--- src/rtl/retain_pkg.sv ---
package retain_pkg;

    typedef enum logic [1:0] {
        PATH_HIT  = 2'd0,
        PATH_FREE = 2'd1,
        PATH_LRU  = 2'd2
    } path_e;

endpackage

--- src/rtl/retain_scan.sv ---
module retain_scan #(
    parameter int NUM_WAYS = 4,
    localparam int WAY_W = $clog2(NUM_WAYS)
) (
    input  logic [NUM_WAYS-1:0][WAY_W-1:0] order_i,
    input  logic [NUM_WAYS-1:0]            keep_i,
    output logic                           found_o,
    output logic [WAY_W-1:0]               pos_o
);

    logic [NUM_WAYS-1:0] clear_at_pos;

    for (genvar p = 0; p < NUM_WAYS; p++) begin : g_pos
        assign clear_at_pos[p] = !keep_i[order_i[p]];
    end

    always_comb begin
        found_o = |clear_at_pos;
        pos_o   = '0;
        for (int p = NUM_WAYS - 1; p >= 0; p--) begin
            if (clear_at_pos[p]) pos_o = WAY_W'(p);
        end
    end

endmodule

--- src/rtl/retain_promote.sv ---
module retain_promote #(
    parameter int NUM_WAYS = 4,
    localparam int WAY_W = $clog2(NUM_WAYS)
) (
    input  logic [NUM_WAYS-1:0][WAY_W-1:0] order_i,
    input  logic [WAY_W-1:0]               pos_i,
    output logic [NUM_WAYS-1:0][WAY_W-1:0] order_o
);

    assign order_o[0] = order_i[pos_i];

    for (genvar p = 1; p < NUM_WAYS; p++) begin : g_shift
        assign order_o[p] = (WAY_W'(p) <= pos_i) ? order_i[p-1] : order_i[p];
    end

endmodule

--- src/rtl/retain_repl_ctrl.sv ---
module retain_repl_ctrl
    import retain_pkg::*;
#(
    parameter int NUM_SETS = 8,
    parameter int NUM_WAYS = 4,
    localparam int SET_W = (NUM_SETS > 1) ? $clog2(NUM_SETS) : 1,
    localparam int WAY_W = $clog2(NUM_WAYS),
    localparam int HALF  = NUM_WAYS / 2
) (
    input  logic             clk,
    input  logic             rst_n,
    input  logic             req_valid,
    input  logic [SET_W-1:0] req_set,
    input  logic             req_hit,
    input  logic [WAY_W-1:0] req_way,
    output logic             rsp_valid,
    output logic [WAY_W-1:0] rsp_way,
    output logic [1:0]       rsp_path
);

    typedef struct packed {
        logic [NUM_SETS-1:0][NUM_WAYS-1:0][WAY_W-1:0] order;
        logic [NUM_SETS-1:0][NUM_WAYS-1:0]            keep;
        logic                                         valid;
        logic [WAY_W-1:0]                             way;
        path_e                                        path;
        logic [SET_W-1:0]                             set;
    } state_t;

    state_t s_d, s_q;

    logic [NUM_WAYS-1:0][WAY_W-1:0] cur_order_d;
    logic [NUM_WAYS-1:0]            cur_keep_d;
    logic [NUM_WAYS-1:0][WAY_W-1:0] new_order_d;
    logic                           scan_found_d;
    logic [WAY_W-1:0]               scan_pos_d;
    logic [WAY_W-1:0]               hit_pos_d;
    logic [WAY_W-1:0]               move_pos_d;

    assign cur_order_d = s_q.order[req_set];
    assign cur_keep_d  = s_q.keep[req_set];

    always_comb begin
        hit_pos_d = '0;
        for (int p = 0; p < NUM_WAYS; p++) begin
            if (cur_order_d[p] == req_way) hit_pos_d = WAY_W'(p);
        end
    end

    assign move_pos_d = req_hit ? hit_pos_d : scan_pos_d;

    retain_scan #(.NUM_WAYS(NUM_WAYS)) u_scan (
        .order_i (cur_order_d),
        .keep_i  (cur_keep_d),
        .found_o (scan_found_d),
        .pos_o   (scan_pos_d)
    );

    retain_promote #(.NUM_WAYS(NUM_WAYS)) u_promote (
        .order_i (cur_order_d),
        .pos_i   (move_pos_d),
        .order_o (new_order_d)
    );

    always_comb begin
        s_d       = s_q;
        s_d.valid = req_valid;
        if (req_valid) begin
            s_d.set = req_set;
            if (req_hit) begin
                s_d.keep[req_set][req_way] = 1'b1;
                s_d.order[req_set]         = new_order_d;
                s_d.way                    = req_way;
                s_d.path                   = PATH_HIT;
            end else if (scan_found_d) begin
                s_d.keep[req_set][cur_order_d[scan_pos_d]] = 1'b1;
                s_d.order[req_set]                         = new_order_d;
                s_d.way                                    = cur_order_d[scan_pos_d];
                s_d.path                                   = PATH_FREE;
            end else begin
                for (int p = HALF; p < NUM_WAYS; p++) begin
                    s_d.keep[req_set][cur_order_d[p]] = 1'b0;
                end
                s_d.way  = cur_order_d[NUM_WAYS-1];
                s_d.path = PATH_LRU;
            end
        end
    end

    always_ff @(posedge clk or negedge rst_n) begin
        if (!rst_n) begin
            for (int s = 0; s < NUM_SETS; s++) begin
                for (int p = 0; p < NUM_WAYS; p++) begin
                    s_q.order[s][p] <= WAY_W'(p);
                end
            end
            s_q.keep  <= '0;
            s_q.valid <= 1'b0;
            s_q.way   <= '0;
            s_q.path  <= PATH_HIT;
            s_q.set   <= '0;
        end else begin
            s_q <= s_d;
        end
    end

    assign rsp_valid = s_q.valid;
    assign rsp_way   = s_q.way;
    assign rsp_path  = s_q.path;

    a_r1_done_follows_req: assert property (@(posedge clk) disable iff (!rst_n)
        req_valid |=> rsp_valid);

    a_r1_no_spurious_done: assert property (@(posedge clk) disable iff (!rst_n)
        !req_valid |=> !rsp_valid);

    a_r2_hit_echo: assert property (@(posedge clk) disable iff (!rst_n)
        req_valid && req_hit |=> rsp_path == PATH_HIT && rsp_way == $past(req_way));

    a_r2_hit_to_mru: assert property (@(posedge clk) disable iff (!rst_n)
        rsp_valid && rsp_path == PATH_HIT |->
            s_q.order[s_q.set][0] == rsp_way && s_q.keep[s_q.set][rsp_way]);

    a_r3_miss_not_hit_path: assert property (@(posedge clk) disable iff (!rst_n)
        req_valid && !req_hit |=> rsp_path != PATH_HIT);

    a_r4_insert_to_mru: assert property (@(posedge clk) disable iff (!rst_n)
        rsp_valid && rsp_path == PATH_FREE |->
            s_q.order[s_q.set][0] == rsp_way && s_q.keep[s_q.set][rsp_way]);

    a_r5_fallback_state: assert property (@(posedge clk) disable iff (!rst_n)
        rsp_valid && rsp_path == PATH_LRU |->
            s_q.order[s_q.set][NUM_WAYS-1] == rsp_way && !s_q.keep[s_q.set][rsp_way]
            && $countones(s_q.keep[s_q.set]) == HALF);

    for (genvar g = 0; g < NUM_SETS; g++) begin : g_iso
        a_r7_set_isolated: assert property (@(posedge clk) disable iff (!rst_n)
            (!req_valid || req_set != SET_W'(g)) |=>
                $stable(s_q.keep[g]) && $stable(s_q.order[g]));
    end

endmodule

--- config.mk ---
export PLATFORM = sky130hd
export DESIGN_NAME = retain_repl_ctrl
export DESIGN_NICKNAME = d
export VERILOG_FILES = /design/src/rtl/retain_pkg.sv /design/src/rtl/retain_scan.sv /design/src/rtl/retain_promote.sv /design/src/rtl/retain_repl_ctrl.sv
export SDC_FILE = /design/constraint.sdc
export NUM_CORES = 1
export LEC_CHECK = 0
export BUFFER_PORTS_ARGS = -buffer_cell sky130_fd_sc_hd__buf_2
export CAP_MARGIN = 10
export CORE_AREA = 2 2 103 105
export DETAILED_ROUTE_END_ITERATION = 8
export DIE_AREA = 0 0 105 107
export GPL_ROUTABILITY_DRIVEN = 0
export PLACE_DENSITY = 0.69
export RECOVER_POWER = 50
export REMOVE_ABC_BUFFERS = 1
export SLEW_MARGIN = 20
export SYNTH_ARGS = -nofsm -noshare
export SYNTH_HDL_FRONTEND = slang
export SYNTH_HIERARCHICAL = 1
export SYNTH_SLANG_ARGS = --single-unit
--- constraint.sdc ---
create_clock -name clk -period 4.5 [get_ports clk]
set_input_delay 0.225 -clock clk [delete_from_list [all_inputs] [get_ports clk]]
set_output_delay 0.225 -clock clk [all_outputs]
set_load 0.03 [all_outputs]
==> flow_summary.html, run 1 <==
<table>
<tr><th>Metric</th><th>Value</th></tr>
<tr><th colspan="2">Outcome</th></tr>
<tr><td>Status</td><td>finished with violations</td></tr>
<tr><td>Failing checks</td><td>max-capacitance violations, max-slew violations</td></tr>
<tr><th colspan="2">CTS</th></tr>
<tr><td>Post-CTS Hold Fix Bufs</td><td>1</td></tr>
<tr><td>Bufs on Longest Clock Path</td><td>2</td></tr>
<tr><td>CTS H-tree lvls</td><td>3</td></tr>
<tr><td>Setup repair bufs after CTS</td><td>0</td></tr>
<tr><td>Insertion delay of the later-clocked pin in the worst-skew pair</td><td>380 ps</td></tr>
<tr><td>Number of buffers created by CTS</td><td>9</td></tr>
<tr><td>CTS resizes</td><td>0</td></tr>
<tr><td>Total number of clock tree sinks</td><td>101</td></tr>
<tr><td>Clock tree from TritonCTS</td><td>yes</td></tr>
<tr><td>Clock slew at the register clock pins of the worst setup and hold paths</td><td>100 ps</td></tr>
<tr><td>Cell chosen for the clock root</td><td>sky130_fd_sc_hd__clkbuf_8</td></tr>
<tr><th colspan="2">Routing</th></tr>
<tr><td>Wirelength, routed</td><td>13720 um</td></tr>
<tr><td>Vias after detailed routing</td><td>4184</td></tr>
<tr><td>Via density per instance</td><td>6.320</td></tr>
<tr><td>Number of detailed-route iterations in the first pass</td><td>5</td></tr>
<tr><td>First DRT Iteration DRCs</td><td>325</td></tr>
<tr><td>Routed wirelength normalized by instance count</td><td>20.73 um</td></tr>
<tr><td>DR DRC count</td><td>0</td></tr>
<tr><td>Antenna-violating nets left</td><td>0</td></tr>
<tr><th colspan="2">Synthesis</th></tr>
<tr><td>Number of flops mapped to enable cells by yosys</td><td>0</td></tr>
<tr><td>Seq/Total Area, Yosys</td><td>46.89%</td></tr>
<tr><td>Most used DFF post-synth</td><td>sky130_fd_sc_hd__dfrtp_1</td></tr>
<tr><td>Leading post-synthesis cells by cell area</td><td>sky130_fd_sc_hd__dfrtp_1, sky130_fd_sc_hd__dfstp_2, sky130_fd_sc_hd__mux2_2</td></tr>
<tr><td>Mean instance size in the synthesized netlist</td><td>11.15 um^2</td></tr>
<tr><td>Number of cells produced by synthesis</td><td>491</td></tr>
<tr><td>Post-synthesis register bit count</td><td>101</td></tr>
<tr><td>Yosys top cell area share</td><td>31.54%</td></tr>
<tr><td>Library cell with the largest summed area after synthesis</td><td>sky130_fd_sc_hd__dfrtp_1</td></tr>
<tr><td>Fraction of registers with async set or reset after synthesis</td><td>100.0%</td></tr>
<tr><td>Synth cell types</td><td>61</td></tr>
<tr><td>Cell area after technology mapping</td><td>5475 um^2</td></tr>
<tr><td>Synth warnings</td><td>6</td></tr>
<tr><th colspan="2">Final layout</th></tr>
<tr><td>Area taken by multi-input logic gates</td><td>2715 um^2</td></tr>
<tr><td>Count of nets after finishing</td><td>530</td></tr>
<tr><td>Number of fillers in the final layout</td><td>862</td></tr>
<tr><td>Storage cell area</td><td>2567 um^2</td></tr>
<tr><td>Diode count</td><td>0</td></tr>
<tr><td>Share of post-route cells with drive strength above 1</td><td>33.27%</td></tr>
<tr><td>Core Util, Final</td><td>59.58%</td></tr>
<tr><td>Layout Area Growth over Synthesis</td><td>9.826%</td></tr>
<tr><td>Cell area after layout</td><td>6013 um^2</td></tr>
<tr><th colspan="2">Setup path</th></tr>
<tr><td>Worst Path Buf+Inv</td><td>1</td></tr>
<tr><td>Endpoint type of the worst setup path</td><td>register</td></tr>
<tr><td>Critical Path AT</td><td>4100 ps</td></tr>
<tr><td>Crit start category</td><td>input pin</td></tr>
<tr><td>Largest fanout of any net on the critical path</td><td>30</td></tr>
<tr><td>Largest stage delay, worst path</td><td>750 ps</td></tr>
<tr><td>Top cell family by delay on the critical path</td><td>multiplexers</td></tr>
<tr><td>Required time at the worst-slack endpoint</td><td>4770 ps</td></tr>
<tr><td>Critical Path Slowest Stage Cell</td><td>sky130_fd_sc_hd__mux4_1</td></tr>
<tr><td>Critical Path, Cell by Cell</td><td>buf_2 &gt; and2_1 &gt; a22o_1 &gt; a221oi_1 &gt; nand3_1 &gt; mux4_2 &gt; nand2b_4 &gt; a21boi_2 &gt; nor2_1 &gt; nor3_1 &gt; o2bb2ai_1 &gt; mux4_1 &gt; mux2_2</td></tr>
<tr><td>Category of the most critical setup path</td><td>input pin to register</td></tr>
<tr><th colspan="2">Timing</th></tr>
<tr><td>Clock tree skew after final layout</td><td>13.86 ps</td></tr>
<tr><td>Post-route fraction of the period consumed by the critical path</td><td>85.01%</td></tr>
<tr><td>Fin crit period</td><td>3825 ps</td></tr>
<tr><td>Setup repair after global routing missed its margin</td><td>no</td></tr>
<tr><td>Number of endpoints with negative hold slack in the final report</td><td>0</td></tr>
<tr><td>Total of endpoints with negative setup slack in the final report</td><td>0</td></tr>
<tr><td>Worst Setup Slack, final</td><td>674.7 ps</td></tr>
<tr><td>Setup_tns</td><td>0 ps</td></tr>
<tr><td>Worst Tran Pin Value</td><td>2771 ps</td></tr>
<tr><td>Number of pins with negative max-slew slack in the final report</td><td>53</td></tr>
<tr><td>Peak clock frequency supported by timing</td><td>0.2614 GHz</td></tr>
<tr><td>Slew HR</td><td>-84.76%</td></tr>
<tr><th colspan="2">Power and ir drop</th></tr>
<tr><td>Pwr Total</td><td>3898 uW</td></tr>
<tr><td>Pint</td><td>2424 uW</td></tr>
<tr><td>Net switching fraction of the power</td><td>37.82%</td></tr>
<tr><td>Combinational share of power</td><td>41.8%</td></tr>
<tr><td>Switching component of the power</td><td>1474 uW</td></tr>
<tr><td>IR drop worst, VDD</td><td>0.0003127 V</td></tr>
<tr><td>Sequential share of power</td><td>42.0%</td></tr>
<tr><td>Power density over the cells</td><td>648.2 nW/um^2</td></tr>
<tr><td>Lkg Pwr</td><td>0.002372 uW</td></tr>
<tr><td>Proportion of power drawn by the clock network</td><td>16.2%</td></tr>
<tr><th colspan="2">Floorplanning</th></tr>
<tr><td>Area inside the core boundary</td><td>10090 um^2</td></tr>
<tr><td>Die Width</td><td>105 um</td></tr>
<tr><td>Initial cell density of the core</td><td>54.25%</td></tr>
<tr><td>Die H</td><td>107 um</td></tr>
<tr><td>Number of ports placed on the die boundary</td><td>14</td></tr>
<tr><td>Area enclosed by the die boundary</td><td>11240 um^2</td></tr>
<tr><td>Placement row count</td><td>37</td></tr>
<tr><th colspan="2">GRT</th></tr>
<tr><td>Global-route wire length before repair</td><td>22270 um</td></tr>
<tr><td>Vias in the first global route</td><td>4155</td></tr>
<tr><td>Largest net degree at the start of global routing</td><td>53</td></tr>
<tr><td>Overall routing resource usage</td><td>25.87%</td></tr>
<tr><td>Global route overflow</td><td>0</td></tr>
<tr><td>Number of antenna violations at the first check in global routing</td><td>0</td></tr>
<tr><th colspan="2">Placed design</th></tr>
<tr><td>Pre-CTS setup slack</td><td>350.7 ps</td></tr>
<tr><td>HPWL after detailed placement</td><td>9855 um</td></tr>
<tr><td>Port buffer count</td><td>13</td></tr>
<tr><td>Area after detailed placement</td><td>5787 um^2</td></tr>
<tr><th colspan="2">Flow run</th></tr>
<tr><td>Max_cap viols</td><td>1</td></tr>
<tr><th colspan="2">Worst hold path</th></tr>
<tr><td>Type of the most critical hold path</td><td>input pin to register</td></tr>
</table>
==> path summary, 6_finish.rpt <==
kind	startpoint	slack, ps	depth (start not counted)	to
worst min register to register	rsp_path[0]	480	1	rsp_path[0]
min in group asynchronous	rst_n	1270	2	s_q[21]
worst max register to register	s_q[78]	740	12	s_q[97]
worst max-delay path	req_set[1]	670	13	s_q[97]
worst min-delay path	req_valid	100	1	rsp_valid
max in group asynchronous	rst_n	1460	3	s_q[99]
==> metrics by stage <==
step	hold slack, ps	instances
floorplan	-70.59	466
global placement	284.6	645
detailed placement	289.7	645
CTS	29.82	662
global route	120.0	662
finish	103.2	662
==> Yosys cell counts, types with 3 or more instances <==
cell and n:
sky130_fd_sc_hd__a22o_1 4, sky130_fd_sc_hd__a22oi_1 16, sky130_fd_sc_hd__or2_2 3, sky130_fd_sc_hd__o211ai_1 17
sky130_fd_sc_hd__o22a_1 3, sky130_fd_sc_hd__mux2_2 68, sky130_fd_sc_hd__nor2_1 21, sky130_fd_sc_hd__nand3_1 22
sky130_fd_sc_hd__o21ai_0 52, sky130_fd_sc_hd__and2_1 5, sky130_fd_sc_hd__buf_6 4, sky130_fd_sc_hd__nor3_1 5
sky130_fd_sc_hd__a221oi_1 6, sky130_fd_sc_hd__nand2_1 44, sky130_fd_sc_hd__a2bb2oi_1 4, sky130_fd_sc_hd__o22ai_1 3
sky130_fd_sc_hd__clkbuf_1 10, sky130_fd_sc_hd__xnor2_1 5, sky130_fd_sc_hd__mux2i_1 17, sky130_fd_sc_hd__nand2b_1 4
sky130_fd_sc_hd__o2bb2ai_1 3, sky130_fd_sc_hd__inv_1 11, sky130_fd_sc_hd__o32ai_1 6, sky130_fd_sc_hd__nor2b_1 4
sky130_fd_sc_hd__dfstp_2 32, sky130_fd_sc_hd__dfrtp_1 69, sky130_fd_sc_hd__buf_4 8, sky130_fd_sc_hd__mux4_2 4
==> flip-flops by register name, summed over array words and instances (netlist names) <==
name,flops
rsp_way,2
rsp_valid,1
rsp_path,2
s_q,96
==> layout by cell type (no fill, tap or decap), drive strengths merged, types with 3 or more instances in the layout <==
cell type  synthesis  layout
nor2b              4       4
a22oi             17      17
o32ai              6       6
or2                3       3
o211ai            17      17
xnor2              5       5
dfstp             32      32
o22a               3       3
mux2              68      68
o2bb2ai            3       3
a22o               4       4
clkinv             0       3
mux4               6       6
nor3               6       6
a2bb2oi            4       4
nand3             22      22
and2               6       6
o22ai              3       3
a221oi             8       8
inv               11      12
nand2             44      44
buf               15      36
clkbuf            10      18
o21ai             54      54
mux2i             17      17
nand2b             6       6
dfrtp             69      69
nor2              22      22
==> power by group through the flow <==
stage | Clock (uW) | Combinational, uW | Sequential [uW]
floorplan | 0 | 1140 | 1580
global placement | 0 | 1570 | 1630
detailed placement | 0 | 1600 | 1640
CTS | 644 | 1610 | 1630
global route | 682 | 1760 | 1680
finish | 631 | 1630 | 1640
==> worst reg2reg max path: stages (launching register included) <==
cell	delay (ps)
sky130_fd_sc_hd__dfstp_2	530
sky130_fd_sc_hd__inv_1	60
sky130_fd_sc_hd__o32ai_1	350
sky130_fd_sc_hd__nor3_1	110
sky130_fd_sc_hd__inv_1	120
sky130_fd_sc_hd__mux4_2	520
sky130_fd_sc_hd__nand2b_4	150
sky130_fd_sc_hd__a21boi_2	210
sky130_fd_sc_hd__nor2_1	90
sky130_fd_sc_hd__nor3_1	190
sky130_fd_sc_hd__o2bb2ai_1	230
sky130_fd_sc_hd__mux4_1	750
sky130_fd_sc_hd__mux2_2	330
==> cell type report <==
cell class / instances / area share, %
Clock buffer: 11 / 2.705
Clock inverter: 5 / 1.082
Inverter: 11 / 0.6866
Multi-Input combinational cell: 354 / 45.15
Sequential cell: 101 / 42.70
Tap cell: 136 / 2.830
Timing Repair Buffer: 44 / 4.848
==> cells by family after synthesis <==
| logic type | Yosys count | share of synthesized area, % |
|---|---|---|
| xor gates and xnor gates | 6 | 0.9598 |
| AOI/OAI and AO/OA | 132 | 17.66 |
| DFF | 101 | 46.89 |
| buffers and inverters | 36 | 3.611 |
| muxes | 91 | 19.70 |
| and+or+nand+nor | 125 | 11.17 |
==> per-layer routing <==
| layer | track usage (%) | routed length [um] | share of wire (%) | up-vias |
|---|---|---|---|---|
| li1 | - | - | - | 1884 |
| met4 | 8.476 | 254 | 1.9 | 0 |
| met3 | 5.836 | 938 | 6.8 | 27 |
| met5 | 0 | 0 | 0 | - |
| met2 | 40.21 | 6418 | 47 | 175 |
| met1 | 36.08 | 6110 | 45 | 2098 |
No activity file was read; power rests on OpenSTA's default activity.
==> inputs of run 2 (changes only) <==
- CORE_AREA: 2 2 103 105 -> 2 2 93 117
- DIE_AREA: 0 0 105 107 -> 0 0 95 119
- PLACE_DENSITY: 0.69 -> 0.68
==> run 2 against run 1 <==
The run still ends with max-capacitance violations, max-slew violations left; highest routed layer unchanged; clock power is 28% higher; worst hold slack better by 62 ps; register-to-register slack got worse by 260 ps.
==> flow_summary.html, run 2 (synthesized netlist as in run 1, its figures left out) <==
<table>
<tr><th>Metric</th><th>Value</th></tr>
<tr><th colspan="2">CTS</th></tr>
<tr><td>Post-CTS Hold Fix Bufs</td><td>1</td></tr>
<tr><td>Insertion delay of the later-clocked pin in the worst-skew pair</td><td>350 ps</td></tr>
<tr><td>Cell chosen for the clock root</td><td>sky130_fd_sc_hd__clkbuf_16</td></tr>
<tr><td>Clock tree from TritonCTS</td><td>yes</td></tr>
<tr><td>Total number of clock tree sinks</td><td>101</td></tr>
<tr><td>CTS H-tree lvls</td><td>3</td></tr>
<tr><td>Number of buffers created by CTS</td><td>9</td></tr>
<tr><td>CTS resizes</td><td>0</td></tr>
<tr><td>Setup repair bufs after CTS</td><td>0</td></tr>
<tr><td>Bufs on Longest Clock Path</td><td>2</td></tr>
<tr><td>Clock slew at the register clock pins of the worst setup and hold paths</td><td>70 ps</td></tr>
<tr><th colspan="2">Power and ir drop</th></tr>
<tr><td>Net switching fraction of the power</td><td>37.04%</td></tr>
<tr><td>Power density over the cells</td><td>672.9 nW/um^2</td></tr>
<tr><td>Switching component of the power</td><td>1513 uW</td></tr>
<tr><td>Lkg Pwr</td><td>0.002397 uW</td></tr>
<tr><td>Proportion of power drawn by the clock network</td><td>19.8%</td></tr>
<tr><td>Combinational share of power</td><td>40.2%</td></tr>
<tr><td>IR drop worst, VDD</td><td>0.0003082 V</td></tr>
<tr><td>Pint</td><td>2573 uW</td></tr>
<tr><td>Sequential share of power</td><td>40.0%</td></tr>
<tr><th colspan="2">Setup path</th></tr>
<tr><td>Crit start category</td><td>input pin</td></tr>
<tr><td>Critical Path AT</td><td>4320 ps</td></tr>
<tr><td>Category of the most critical setup path</td><td>input pin to register</td></tr>
<tr><td>Reg2reg start</td><td>s_q[78]</td></tr>
<tr><td>Endpoint type of the worst setup path</td><td>register</td></tr>
<tr><td>Required time at the worst-slack endpoint</td><td>4730 ps</td></tr>
<tr><td>R2r setup slk</td><td>480 ps</td></tr>
<tr><td>Largest fanout of any net on the critical path</td><td>19</td></tr>
<tr><td>Crit path launch</td><td>req_set[2]</td></tr>
<tr><th colspan="2">Floorplanning</th></tr>
<tr><td>Placement row count</td><td>42</td></tr>
<tr><td>Die H</td><td>119 um</td></tr>
<tr><td>Area inside the core boundary</td><td>10350 um^2</td></tr>
<tr><td>Number of ports placed on the die boundary</td><td>14</td></tr>
<tr><td>Initial cell density of the core</td><td>52.89%</td></tr>
<tr><td>Die Width</td><td>95 um</td></tr>
<tr><td>Area enclosed by the die boundary</td><td>11310 um^2</td></tr>
<tr><th colspan="2">Outcome</th></tr>
<tr><td>Status</td><td>finished with violations</td></tr>
<tr><td>Failing checks</td><td>max-capacitance violations, max-slew violations</td></tr>
<tr><th colspan="2">Final layout</th></tr>
<tr><td>Share of post-route cells with drive strength above 1</td><td>33.02%</td></tr>
<tr><td>Leading cell type in the layout, fill and taps excluded</td><td>sky130_fd_sc_hd__dfrtp_1</td></tr>
<tr><td>Number of flip-flops in the largest register</td><td>96</td></tr>
<tr><td>Most frequent cells in the layout</td><td>sky130_fd_sc_hd__dfrtp_1, sky130_fd_sc_hd__mux2_2, sky130_fd_sc_hd__o21ai_0, sky130_fd_sc_hd__nand2_1, sky130_fd_sc_hd__dfstp_2</td></tr>
<tr><td>Number of standard cells in the final layout excluding fillers</td><td>656</td></tr>
<tr><td>Count of nets after finishing</td><td>528</td></tr>
<tr><td>Layout Area Growth over Synthesis</td><td>10.90%</td></tr>
<tr><td>Number of fillers in the final layout</td><td>842</td></tr>
<tr><td>Core Util, Final</td><td>58.65%</td></tr>
<tr><td>Most flop-heavy register</td><td>s_q</td></tr>
<tr><td>Diode count</td><td>0</td></tr>
<tr><th colspan="2">Placed design</th></tr>
<tr><td>Number of cells in the design after placement</td><td>639</td></tr>
<tr><td>Port buffer count</td><td>13</td></tr>
<tr><td>HPWL after detailed placement</td><td>10270 um</td></tr>
<tr><th colspan="2">Timing</th></tr>
<tr><td>Fin crit period</td><td>4091 ps</td></tr>
<tr><td>Peak clock frequency supported by timing</td><td>0.2445 GHz</td></tr>
<tr><td>Post-route fraction of the period consumed by the critical path</td><td>90.90%</td></tr>
<tr><td>Number of endpoints with negative hold slack in the final report</td><td>0</td></tr>
<tr><td>Setup_tns</td><td>0 ps</td></tr>
<tr><td>Total of endpoints with negative setup slack in the final report</td><td>0</td></tr>
<tr><td>Number of pins with negative max-slew slack in the final report</td><td>49</td></tr>
<tr><td>Clock tree skew after final layout</td><td>7.796 ps</td></tr>
<tr><td>Slew HR</td><td>-70.88%</td></tr>
<tr><td>Setup repair after global routing missed its margin</td><td>no</td></tr>
<tr><td>Worst Tran Pin Value</td><td>2563 ps</td></tr>
<tr><th colspan="2">Routing</th></tr>
<tr><td>DR DRC count</td><td>0</td></tr>
<tr><td>Routed length on met3</td><td>588 um</td></tr>
<tr><td>Routed length on met2</td><td>7277 um</td></tr>
<tr><td>Routed wirelength normalized by instance count</td><td>21.75 um</td></tr>
<tr><td>Routed length on met1</td><td>5900 um</td></tr>
<tr><td>Wirelength, routed</td><td>14270 um</td></tr>
<tr><td>Via density per instance</td><td>6.367</td></tr>
<tr><td>Max layer used</td><td>met4</td></tr>
<tr><td>First DRT Iteration DRCs</td><td>284</td></tr>
<tr><td>Antenna-violating nets left</td><td>0</td></tr>
<tr><td>Number of detailed-route iterations in the first pass</td><td>5</td></tr>
<tr><td>Vias after detailed routing</td><td>4177</td></tr>
<tr><th colspan="2">GRT</th></tr>
<tr><td>Largest net degree at the start of global routing</td><td>55</td></tr>
<tr><td>Number of antenna violations at the first check in global routing</td><td>0</td></tr>
<tr><td>Vias in the first global route</td><td>4244</td></tr>
<tr><td>Global route overflow</td><td>0</td></tr>
<tr><td>Overall routing resource usage</td><td>26.76%</td></tr>
<tr><td>Global-route wire length before repair</td><td>22950 um</td></tr>
<tr><th colspan="2">Worst hold path</th></tr>
<tr><td>Type of the most critical hold path</td><td>input pin to register</td></tr>
<tr><td>Startpoint of the tightest hold check path</td><td>req_valid</td></tr>
<tr><th colspan="2">Flow run</th></tr>
<tr><td>Max_cap viols</td><td>1</td></tr>
</table>
[run 2: critical path, stage by stage]
cell,delay (ps)
sky130_fd_sc_hd__buf_2,330
sky130_fd_sc_hd__nand2b_1,290
sky130_fd_sc_hd__nor2_1,130
sky130_fd_sc_hd__a22o_1,260
sky130_fd_sc_hd__a221oi_1,260
sky130_fd_sc_hd__nand3_1,270
sky130_fd_sc_hd__mux4_2,530
sky130_fd_sc_hd__nand2b_4,160
sky130_fd_sc_hd__a21boi_2,230
sky130_fd_sc_hd__nor2_1,100
sky130_fd_sc_hd__nor3_1,190
sky130_fd_sc_hd__o2bb2ai_1,250
sky130_fd_sc_hd__mux4_1,770
sky130_fd_sc_hd__mux2_2,320
[run 2: cell type report]
cell class | instances | area (um^2) | area share (%)
multi-input cells | 354 | 2715 | 44.71
flip-flops and latches | 101 | 2567 | 42.28
repair buffers | 42 | 274.0 | 4.513
clock buffers | 11 | 252.7 | 4.162
well taps | 132 | 165.2 | 2.720
clock inverters | 5 | 56.30 | 0.9273
inverters | 11 | 41.29 | 0.6800
[run 2: routing by layer]
layer  vias up  GRT usage (%)
met5         -              0
met4         0          11.14
met3        46          4.428
met2       161          44.06
met1      2090          34.75
li1       1880              -
[run 2: power by group through the flow]
| stage | sequential, uW | clock (uW) | combinational (uW) |
|---|---|---|---|
| 6_report | 1630 | 809 | 1640 |
| 3_3_place_gp | 1620 | 0 | 1570 |
| 2_1_floorplan | 1580 | 0 | 1140 |
| 5_1_grt | 1670 | 867 | 1780 |
| 3_5_place_dp | 1640 | 0 | 1630 |
| 4_1_cts | 1630 | 818 | 1630 |
[run 2: worst paths after layout]
path,end,cells past startpoint
worst max-delay path,s_q[96],14
worst min-delay path,rsp_valid,1
worst max register to register,s_q[96],12
worst min register to register,rsp_path[0],1
max in group asynchronous,s_q[89],3
min in group asynchronous,s_q[21],2
[run 2: through the flow]
stage	instance area (um^2)	hold slack [ps]	setup slack (ps)	total power, uW
finish	6072	165.0	409.4	4086
global route	6072	154.8	209.5	4320
CTS	6086	81.93	481.9	4079
detailed placement	5767	268.8	124.2	3269
global placement	5767	265.8	163.9	3187
floorplan	5319	-70.59	442.3	2725
==> inputs of run 3 (changes only) <==
- CTS_CLUSTER_DIAMETER: default -> 120
- clock period: 4.5 -> 5.3 ns (I/O delays scaled with it)
==> run 3 against run 2 <==
Largest cell class unchanged; sequential power down 15%; die area is the same; register-to-register slack improved by 630 ps; routed wire length shrank 5.6%; the run still ends with max-capacitance violations, max-slew violations left; highest routed layer unchanged; critical path depth is 1 lower; sequential share of layout area increased by 0.95 points; global-route usage fell by 1.8 points.
==> flow_summary.html, run 3 (synthesized netlist as in run 1, its figures left out) <==
<table>
<tr><th>Metric</th><th>Value</th></tr>
<tr><th colspan="2">CTS</th></tr>
<tr><td>Setup repair bufs after CTS</td><td>0</td></tr>
<tr><td>Post-CTS Hold Fix Bufs</td><td>1</td></tr>
<tr><td>Clock tree from TritonCTS</td><td>yes</td></tr>
<tr><td>Total number of clock tree sinks</td><td>101</td></tr>
<tr><td>Clock slew at the register clock pins of the worst setup and hold paths</td><td>80 ps</td></tr>
<tr><td>Insertion delay of the later-clocked pin in the worst-skew pair</td><td>350 ps</td></tr>
<tr><td>CTS resizes</td><td>0</td></tr>
<tr><td>Bufs on Longest Clock Path</td><td>2</td></tr>
<tr><td>Number of buffers created by CTS</td><td>9</td></tr>
<tr><td>Cell chosen for the clock root</td><td>sky130_fd_sc_hd__clkbuf_16</td></tr>
<tr><td>CTS H-tree lvls</td><td>3</td></tr>
<tr><th colspan="2">Placed design</th></tr>
<tr><td>Number of cells in the design after placement</td><td>625</td></tr>
<tr><td>Port buffer count</td><td>13</td></tr>
<tr><td>HPWL after detailed placement</td><td>9537 um</td></tr>
<tr><td>Area after detailed placement</td><td>5662 um^2</td></tr>
<tr><th colspan="2">Routing</th></tr>
<tr><td>Via density per instance</td><td>6.389</td></tr>
<tr><td>DR DRC count</td><td>0</td></tr>
<tr><td>First DRT Iteration DRCs</td><td>311</td></tr>
<tr><td>Wirelength, routed</td><td>13460 um</td></tr>
<tr><td>Vias after detailed routing</td><td>4102</td></tr>
<tr><td>Routed wirelength normalized by instance count</td><td>20.97 um</td></tr>
<tr><td>Number of detailed-route iterations in the first pass</td><td>5</td></tr>
<tr><td>Antenna-violating nets left</td><td>0</td></tr>
<tr><th colspan="2">Timing</th></tr>
<tr><td>Number of pins with negative max-slew slack in the final report</td><td>104</td></tr>
<tr><td>Setup_tns</td><td>0 ps</td></tr>
<tr><td>Setup repair after global routing missed its margin</td><td>no</td></tr>
<tr><td>Number of endpoints with negative hold slack in the final report</td><td>0</td></tr>
<tr><td>Clock tree skew after final layout</td><td>10.93 ps</td></tr>
<tr><td>Fin crit period</td><td>4349 ps</td></tr>
<tr><td>Post-route fraction of the period consumed by the critical path</td><td>82.06%</td></tr>
<tr><td>Total of endpoints with negative setup slack in the final report</td><td>0</td></tr>
<tr><td>Slew HR</td><td>-15.68%</td></tr>
<tr><td>Worst Tran Pin Value</td><td>1735 ps</td></tr>
<tr><td>Peak clock frequency supported by timing</td><td>0.2299 GHz</td></tr>
<tr><th colspan="2">Setup path</th></tr>
<tr><td>Critical Path, Cell by Cell</td><td>buf_2 &gt; nand2_1 &gt; o32ai_1 &gt; nor3_1 &gt; inv_1 &gt; mux4_2 &gt; nand2b_4 &gt; a21boi_2 &gt; nor2_1 &gt; nor3_1 &gt; o2bb2ai_1 &gt; mux4_1 &gt; mux2_2</td></tr>
<tr><td>Endpoint type of the worst setup path</td><td>register</td></tr>
<tr><td>Top cell family by delay on the critical path</td><td>multiplexers</td></tr>
<tr><td>Most Frequent Cell on Critical Path</td><td>sky130_fd_sc_hd__nor3_1</td></tr>
<tr><td>Worst Path Buf+Inv</td><td>2</td></tr>
<tr><td>Critical Path Slowest Stage Cell</td><td>sky130_fd_sc_hd__mux4_1</td></tr>
<tr><td>Required time at the worst-slack endpoint</td><td>5530 ps</td></tr>
<tr><td>Category of the most critical setup path</td><td>input pin to register</td></tr>
<tr><td>Critical Path AT</td><td>4580 ps</td></tr>
<tr><td>Largest fanout of any net on the critical path</td><td>23</td></tr>
<tr><td>Largest stage delay, worst path</td><td>770 ps</td></tr>
<tr><td>Crit start category</td><td>input pin</td></tr>
<tr><th colspan="2">Floorplanning</th></tr>
<tr><td>Number of ports placed on the die boundary</td><td>14</td></tr>
<tr><td>Die Width</td><td>95 um</td></tr>
<tr><td>Initial cell density of the core</td><td>52.89%</td></tr>
<tr><td>Placement row count</td><td>42</td></tr>
<tr><td>Die H</td><td>119 um</td></tr>
<tr><td>Area enclosed by the die boundary</td><td>11310 um^2</td></tr>
<tr><td>Area inside the core boundary</td><td>10350 um^2</td></tr>
<tr><th colspan="2">GRT</th></tr>
<tr><td>Global route overflow</td><td>0</td></tr>
<tr><td>Overall routing resource usage</td><td>24.92%</td></tr>
<tr><td>Vias in the first global route</td><td>4043</td></tr>
<tr><td>Number of antenna violations at the first check in global routing</td><td>0</td></tr>
<tr><td>Largest net degree at the start of global routing</td><td>71</td></tr>
<tr><td>Global-route wire length before repair</td><td>21500 um</td></tr>
<tr><th colspan="2">Final layout</th></tr>
<tr><td>Number of fillers in the final layout</td><td>896</td></tr>
<tr><td>Number of flip-flops in the largest register</td><td>96</td></tr>
<tr><td>Core Util, Final</td><td>57.36%</td></tr>
<tr><td>Leading cell type in the layout, fill and taps excluded</td><td>sky130_fd_sc_hd__dfrtp_1</td></tr>
<tr><td>Most flop-heavy register</td><td>s_q</td></tr>
<tr><td>Cell area after layout</td><td>5938 um^2</td></tr>
<tr><td>Diode count</td><td>0</td></tr>
<tr><td>Share of post-route cells with drive strength above 1</td><td>31.18%</td></tr>
<tr><td>Layout Area Growth over Synthesis</td><td>8.455%</td></tr>
<tr><td>Number of standard cells in the final layout excluding fillers</td><td>642</td></tr>
<tr><td>Most frequent cells in the layout</td><td>sky130_fd_sc_hd__dfrtp_1, sky130_fd_sc_hd__mux2_2, sky130_fd_sc_hd__o21ai_0, sky130_fd_sc_hd__nand2_1, sky130_fd_sc_hd__dfstp_2</td></tr>
<tr><td>Count of nets after finishing</td><td>514</td></tr>
<tr><th colspan="2">Power and ir drop</th></tr>
<tr><td>Pwr Total</td><td>3358 uW</td></tr>
<tr><td>Power density over the cells</td><td>565.5 nW/um^2</td></tr>
<tr><td>Lkg Pwr</td><td>0.002319 uW</td></tr>
<tr><td>IR drop worst, VDD</td><td>0.0002544 V</td></tr>
<tr><th colspan="2">Outcome</th></tr>
<tr><td>Status</td><td>finished with violations</td></tr>
<tr><td>Failing checks</td><td>max-capacitance violations, max-slew violations</td></tr>
<tr><th colspan="2">Worst hold path</th></tr>
<tr><td>Type of the most critical hold path</td><td>input pin to register</td></tr>
<tr><th colspan="2">Flow run</th></tr>
<tr><td>Max_cap viols</td><td>2</td></tr>
</table>
==> run 3: worst paths after layout <==
kind / depth (start not counted) / end / startpoint / slack [ps]
worst max-delay path: 13 / s_q[96] / req_set[0] / 950
worst max register to register: 12 / s_q[96] / s_q[86] / 1110
worst min register to register: 1 / rsp_path[1] / rsp_path[1] / 480
worst min-delay path: 1 / rsp_valid / req_valid / 170
max in group asynchronous: 3 / rsp_path[0] / rst_n / 1970
min in group asynchronous: 2 / s_q[20] / rst_n / 870
==> run 3: cell type report <==
| cell class | instances | area [um^2] | share of cell area [%] |
|---|---|---|---|
| multi-input combinational | 354 | 2715 | 45.72 |
| timing repair buffer | 28 | 168.9 | 2.844 |
| clock buffer | 9 | 225.2 | 3.793 |
| inverter | 11 | 41.29 | 0.6953 |
| clock inverter | 7 | 55.05 | 0.9271 |
| tap | 132 | 165.2 | 2.781 |
| sequential | 101 | 2567 | 43.24 |
==> run 3: layer usage <==
layer / vias up / routed length (um) / track usage, % / part of all wire, %
met5: - / 0 / 0 / 0
met4: 0 / 315 / 8.696 / 2.3
met3: 26 / 771 / 5.819 / 5.7
met2: 137 / 6512 / 39.45 / 48
met1: 2080 / 5865 / 33.49 / 44
li1: 1859 / - / - / -
==> run 3: through the flow <==
stage | setup WS [ps] | hold slack (ps)
floorplan | 1202 | -30.59
global placement | 724.1 | 214.8
detailed placement | 674.2 | 220.1
CTS | 1022 | 111.0
global route | 706.3 | 189.9
finish | 950.6 | 168.7
==> run 3: power by group <==
| part | switching (uW) | leakage, uW | total [uW] | internal, uW |
|---|---|---|---|---|
| registers | 177 | 0.00117 | 1380 | 1200 |
| logic | 775 | 0.00101 | 1340 | 563 |
| clock network | 319 | 0.000143 | 645 | 326 |
| total | 1270 | 0.00232 | 3360 | 2090 |
